File: config.mk
export PLATFORM = sky130hd
export DESIGN_NAME = pwm_shadow_chan
export DESIGN_NICKNAME = d
export VERILOG_FILES = /design/src/rtl/pwm_chan_pkg.sv /design/src/rtl/pwm_timebase.sv /design/src/rtl/pwm_cmp_bank.sv /design/src/rtl/pwm_flag.sv /design/src/rtl/pwm_out_stage.sv /design/src/rtl/pwm_shadow_chan.sv
export SDC_FILE = /design/constraint.sdc
export NUM_CORES = 1
export LEC_CHECK = 0
export ABC_AREA = 1
export ABC_CLOCK_PERIOD_IN_PS = 2200
export CAP_MARGIN = 20
export CORE_ASPECT_RATIO = 0.8
export CORE_MARGIN = 2
export CORE_UTILIZATION = 40
export CTS_BUF_LIST = sky130_fd_sc_hd__clkbuf_16
export CTS_CLUSTER_SIZE = 12
export DETAILED_ROUTE_END_ITERATION = 16
export DONT_BUFFER_PORTS = 1
export PLACE_DENSITY_LB_ADDON = 0.08
export SYNTH_ARGS = -nofsm -noshare
export SYNTH_HDL_FRONTEND = slang
export SYNTH_SLANG_ARGS = --single-unit
File: constraint.sdc
create_clock -name clk -period 2.2 [get_ports clk]
set_input_delay 0.22 -clock clk [delete_from_list [all_inputs] [get_ports clk]]
set_output_delay 0.22 -clock clk [all_outputs]
set_load 0.03 [all_outputs]
File: src/rtl/pwm_chan_pkg.sv
`timescale 1ns/1ps
package pwm_chan_pkg;

  // Compare bank slot indices: which register the output stage treats as
  // the duty compare and which as the period compare.
  localparam int SLOTS     = 2;
  localparam int SLOT_DUTY = 0;
  localparam int SLOT_PER  = 1;

  // Output-level events, highest priority first in pick_event.
  typedef enum logic [1:0] {
    EV_NONE   = 2'd0,
    EV_DUTY   = 2'd1,
    EV_PERIOD = 2'd2,
    EV_PARK   = 2'd3
  } pwm_ev_e;

  function automatic pwm_ev_e pick_event(input logic park,
                                         input logic per_ev,
                                         input logic duty_ev);
    if (park)    return EV_PARK;
    if (per_ev)  return EV_PERIOD;
    if (duty_ev) return EV_DUTY;
    return EV_NONE;
  endfunction

endpackage

File: src/rtl/pwm_timebase.sv
`timescale 1ns/1ps
module pwm_timebase #(
  parameter int CW = 24
) (
  input  logic          clk,
  input  logic          rst_n,
  input  logic          tick_i,
  input  logic          restart_i,
  input  logic [CW-1:0] duty_i,
  input  logic [CW-1:0] per_i,
  output logic [CW-1:0] cnt_o,
  output logic          duty_hit_o,
  output logic          per_hit_o
);

  localparam logic [CW-1:0] CNT_START = CW'(1);

  logic [CW-1:0] cnt_q;
  logic [CW-1:0] cnt_d;

  // Compares are qualified by the tick so a stalled count never re-fires.
  assign duty_hit_o = tick_i & (cnt_q == duty_i);
  assign per_hit_o  = tick_i & (cnt_q == per_i);

  always_comb begin
    cnt_d = cnt_q;
    if (restart_i || per_hit_o) begin
      cnt_d = CNT_START;
    end else if (tick_i) begin
      cnt_d = cnt_q + CNT_START;
    end
  end

  always_ff @(posedge clk or negedge rst_n) begin
    if (!rst_n) begin
      cnt_q <= CNT_START;
    end else begin
      cnt_q <= cnt_d;
    end
  end

  assign cnt_o = cnt_q;

endmodule

File: src/rtl/pwm_cmp_bank.sv
`timescale 1ns/1ps
module pwm_cmp_bank
  import pwm_chan_pkg::*;
#(
  parameter int            CW       = 24,
  parameter logic [CW-1:0] RST_DUTY = CW'(4),
  parameter logic [CW-1:0] RST_PER  = CW'(8)
) (
  input  logic                       clk,
  input  logic                       rst_n,
  input  logic [SLOTS-1:0]           wr_i,
  input  logic [SLOTS-1:0][CW-1:0]   wdata_i,
  input  logic                       load_i,
  output logic [SLOTS-1:0][CW-1:0]   act_o
);

  localparam logic [SLOTS-1:0][CW-1:0] RST_VAL = {RST_PER, RST_DUTY};

  generate
    for (genvar s = 0; s < SLOTS; s++) begin : g_slot
      logic [CW-1:0] shadow_q;
      logic [CW-1:0] active_q;

      // The active copy takes the shadow as it stood before this edge.
      always_ff @(posedge clk or negedge rst_n) begin
        if (!rst_n) begin
          shadow_q <= RST_VAL[s];
          active_q <= RST_VAL[s];
        end else begin
          if (wr_i[s]) begin
            shadow_q <= wdata_i[s];
          end
          if (load_i) begin
            active_q <= shadow_q;
          end
        end
      end

      assign act_o[s] = active_q;
    end
  endgenerate

endmodule

File: src/rtl/pwm_flag.sv
`timescale 1ns/1ps
module pwm_flag (
  input  logic clk,
  input  logic rst_n,
  input  logic set_i,
  input  logic clr_i,
  output logic flag_o
);

  logic flag_q;

  always_ff @(posedge clk or negedge rst_n) begin
    if (!rst_n) begin
      flag_q <= 1'b0;
    end else if (set_i) begin
      flag_q <= 1'b1;
    end else if (clr_i) begin
      flag_q <= 1'b0;
    end
  end

  assign flag_o = flag_q;

endmodule

File: src/rtl/pwm_out_stage.sv
`timescale 1ns/1ps
module pwm_out_stage
  import pwm_chan_pkg::*;
(
  input  logic clk,
  input  logic rst_n,
  input  logic pol_i,
  input  logic park_i,
  input  logic per_ev_i,
  input  logic duty_ev_i,
  output logic pwm_o
);

  pwm_ev_e ev;
  logic    act_q;   // 1: active level (inverse of polarity), 0: idle level
  logic    act_d;

  assign ev = pick_event(park_i, per_ev_i, duty_ev_i);

  always_comb begin
    act_d = act_q;
    unique case (ev)
      EV_PARK:   act_d = 1'b0;
      EV_DUTY:   act_d = 1'b0;
      EV_PERIOD: act_d = 1'b1;
      default:   act_d = act_q;
    endcase
  end

  always_ff @(posedge clk or negedge rst_n) begin
    if (!rst_n) begin
      act_q <= 1'b0;
    end else begin
      act_q <= act_d;
    end
  end

  assign pwm_o = pol_i ^ act_q;

endmodule

File: src/rtl/pwm_shadow_chan.sv
`timescale 1ns/1ps
module pwm_shadow_chan
  import pwm_chan_pkg::*;
#(
  parameter int               CNT_W      = 24,
  parameter logic [CNT_W-1:0] RST_DUTY   = CNT_W'(4),
  parameter logic [CNT_W-1:0] RST_PERIOD = CNT_W'(8)
) (
  input  logic             clk,
  input  logic             rst_n,
  input  logic             tick_i,
  input  logic             pol_i,
  input  logic             duty_wr_i,
  input  logic [CNT_W-1:0] duty_wdata_i,
  input  logic             per_wr_i,
  input  logic [CNT_W-1:0] per_wdata_i,
  input  logic             dis_en_i,
  input  logic             dis_i,
  input  logic             force_a_i,
  input  logic             force_b_i,
  input  logic             flag_clr_i,
  output logic             pwm_o,
  output logic             flag_o
);

  logic [SLOTS-1:0]            bank_wr;
  logic [SLOTS-1:0][CNT_W-1:0] bank_wdata;
  logic [SLOTS-1:0][CNT_W-1:0] bank_act;
  logic [CNT_W-1:0]            duty_act;
  logic [CNT_W-1:0]            per_act;
  logic [CNT_W-1:0]            cnt_q;
  logic                        duty_hit;
  logic                        per_hit;
  logic                        park;

  assign bank_wr[SLOT_DUTY]    = duty_wr_i;
  assign bank_wr[SLOT_PER]     = per_wr_i;
  assign bank_wdata[SLOT_DUTY] = duty_wdata_i;
  assign bank_wdata[SLOT_PER]  = per_wdata_i;
  assign duty_act              = bank_act[SLOT_DUTY];
  assign per_act               = bank_act[SLOT_PER];
  assign park                  = dis_en_i & dis_i;

  pwm_timebase #(
    .CW (CNT_W)
  ) u_timebase (
    .clk        (clk),
    .rst_n      (rst_n),
    .tick_i     (tick_i),
    .restart_i  (force_b_i),
    .duty_i     (duty_act),
    .per_i      (per_act),
    .cnt_o      (cnt_q),
    .duty_hit_o (duty_hit),
    .per_hit_o  (per_hit)
  );

  pwm_cmp_bank #(
    .CW       (CNT_W),
    .RST_DUTY (RST_DUTY),
    .RST_PER  (RST_PERIOD)
  ) u_bank (
    .clk     (clk),
    .rst_n   (rst_n),
    .wr_i    (bank_wr),
    .wdata_i (bank_wdata),
    .load_i  (per_hit),
    .act_o   (bank_act)
  );

  pwm_flag u_flag (
    .clk    (clk),
    .rst_n  (rst_n),
    .set_i  (per_hit),
    .clr_i  (flag_clr_i),
    .flag_o (flag_o)
  );

  pwm_out_stage u_out (
    .clk       (clk),
    .rst_n     (rst_n),
    .pol_i     (pol_i),
    .park_i    (park),
    .per_ev_i  (per_hit | force_b_i),
    .duty_ev_i (duty_hit | force_a_i),
    .pwm_o     (pwm_o)
  );

endmodule

==> metrics.cfg <==
[setup_path]
crit_required_ns = 2.55
r2r_end = u_timebase.cnt_o[20]
crit_family = simple AND/OR/NAND/NOR gates
worst-path-max-fanout = 7
worstSetupPathType = reg2reg
cp-start-kind = flip-flop
reg2reg_from = u_timebase.cnt_o[0]
arrival_ns = 2.33
end_kind = flip-flop
slowest_stage = dfstp_2
rr_worst_depth = 9
cpPeakStageDelay_ns = 0.60
path_cells = ha_1 > nand3_1 > nor2_1 > nand3_1 > nor2_2 > nand3_1 > nand2_1 > inv_1 > nor2_1
r2r_slack_ns = 0.22
worst-path-buf-inv = 1
crit_top_cell = nand3_1

[synth]
synth_async_sr_flop_share_pct = 100
synthFlopType = dfrtp_1
syn_area_mm2 = 0.00594
syn_area_per_cell_um2 = 8.29
synth_fp_nets = 777
synth_seq_area_share_pct = 51.5
ys_ff_latch = 122
syn_inst = 717
synth_warnings = 0
synth_cell_types = 28
synth_edf_count = 0

[die]
core_area_mm2 = 0.0144
initial_core_util_pct = 41.3
die_w_um = 140
rows = 39
die_h_um = 113
dieArea_mm2 = 0.0159
io_pins = 61

[sta]
period_share_pct = 89.9
hold_ws_ns = -0.504
timing.fmax_mhz = 506
fin_tns_setup_ns = 0
period_minus_slack_ns = 1.98
skew_ns = 0.00576
rsz0062_at_grt = no
hold_viol = 122
drv_slew = 0
relSlewSlack_pct = 58.6
setup_viol = 0
tightest_slew_ns = 0.619

[route]
met1_length_um = 7600
routed-wl-met2_um = 6290
post_drt_wl_per_cell_um = 15.3
wl_met3_um = 732
vias_per_cell = 4.94
vias = 4809
routed_wl_um = 14800
drt-initial-drc-count = 270
drc = 0
drt_pass1_iterations = 5
ant_nets = 0
maxUsedRoutingLayer = met4

[status]
status = complete, but fails checks
violations = hold timing

[place]
portBuffers = 0
hpwl_um = 10300
place.gp.congestion = 0.946

[cts]
clk_pin_slew_ns = 0.06
hold_buffers = 56
cts_buffers = 17
cts.sinks = 122
cts_setup_buffers = 0
ctsHtreeMaxLevel = 4
cts_root_buf = clkbuf_16
cts_tree = built
clk_latency_ns = 0.42
clk_path_buf_depth = 2

[global_routing]
grt_max_degree = 123
first_global_vias = 4741
grt_pass1_wl_um = 24400
grt_overflow = 0
antenna_found_initial = 0
grtUsageTotal_pct = 20.3

[power]
vdd_ir_drop_max_uv = 525
power.leakage_nw = 3.27
power.total_w = 0.00514
power_density_mw_per_mm2 = 713

[final_layout]
final_common_cell = nand2_1
antenna_cells = 0
area_delta_synth_final_pct = 21.2
final_cell_mix = 224 x nand2_1, 117 x dfrtp_1, 80 x nor2_1
drive_gt1_share_pct = 13.3
nets = 837

[flow_run]
max_cap_violations = 0

[worst_hold_path]
hold_path_class = in2async

per-stage QoR:
stage | util [%] | setup slack, ns | instance area, um^2 | cells
3_5_place_dp | 42.4 | 0.198 | 6110 | 886
3_3_place_gp | 42.4 | 0.242 | 6110 | 886
6_report | 50.1 | 0.222 | 7210 | 973
4_1_cts | 50.0 | 0.175 | 7200 | 973
2_1_floorplan | - | 0.566 | 5940 | 717
5_1_grt | 50.1 | 0.0817 | 7210 | 973
state kept, by name, summed over array words and instances, names as in the netlist:
register and cells:
u_bank.g_slot.shadow_q 48, u_bank.g_slot.active_q 48, u_out.act_q 1, u_flag.flag_o 1
u_timebase.cnt_o 24
how the worst max path moves through the flow:
stage	start	end	slack, ns	cells past startpoint
3_5_place_dp	u_timebase.cnt_o[0]	u_timebase.cnt_o[20]	0.20	9
6_report	u_timebase.cnt_o[0]	u_timebase.cnt_o[20]	0.22	9
5_1_grt	u_timebase.cnt_o[0]	u_timebase.cnt_o[20]	0.08	9
2_1_floorplan	u_timebase.cnt_o[0]	u_timebase.cnt_o[20]	0.57	9
3_3_place_gp	u_timebase.cnt_o[0]	u_timebase.cnt_o[20]	0.24	9
4_1_cts	u_timebase.cnt_o[0]	u_timebase.cnt_o[20]	0.18	9
per-layer routing:
layer | vias to the layer above | track usage (%)
met3 | 16 | 4.70
met4 | 0 | 7.14
met1 | 2282 | 29.8
met2 | 124 | 29.5
li1 | 2387 | -
met5 | - | 0
cells by family (layout without fill, tap and decap cells):
kind of cell / after synthesis / after routing / share of synthesized area (%)
and+or+nand+nor: 347 / 347 / 23.2
DFF: 122 / 122 / 51.5
buffers and inverters: 108 / 180 / 7.45
AOI/OAI and AO/OA: 80 / 80 / 7.30
muxes: 39 / 39 / 7.39
xor gates and xnor gates: 20 / 20 / 2.95
adders and majority gates: 1 / 1 / 0.210
cell usage after synthesis, types with 8 or more instances:
cell | number | area [um^2]
o21ai_1 | 12 | 60.1
inv_1 | 71 | 267
o21ai_0 | 51 | 255
mux2_2 | 39 | 439
nand2_1 | 224 | 841
nor2_1 | 81 | 304
o21ai_2 | 9 | 78.8
a21oi_1 | 8 | 40.0
nand3_1 | 21 | 105
clkbuf_1 | 8 | 30.0
inv_2 | 17 | 63.8
xor2_1 | 16 | 140
dfrtp_1 | 117 | 2930
worst reg2reg max path, stage by stage, from the launching register on:
cell and delay [ns]:
dfstp_2 0.60, ha_1 0.21, nand3_1 0.13, nor2_1 0.15, nand3_1 0.20, nor2_2 0.29
nand3_1 0.13, nand2_1 0.08, inv_1 0.04, nor2_1 0.09
where the power goes:
| group | total, W | internal (W) | leakage (nW) | switching (W) |
|---|---|---|---|---|
| Combinational | 0.000264 | 0.000157 | 1.62 | 0.000107 |
| Clock | 0.00248 | 0.00150 | 0.260 | 0.000979 |
| Sequential | 0.00240 | 0.00234 | 1.39 | 0.0000520 |
| Total | 0.00514 | 0.00400 | 3.27 | 0.00114 |
cell type report:
cell class	count	area, um^2
inverters	89	334
fillers	1377	7190
flip-flops and latches	122	3060
clock buffers	17	425
well taps	184	230
clock inverters	14	90.1
repair buffers	60	623
multi-input cells	487	2440
what timing repair did:
item / CTS / global route
hold endpoints to repair: 177 / 122
endpoints found under the setup margin: 0 / 1
gates resized for setup: 0 / 1
Note: power is estimated with default switching activity, not from simulation.
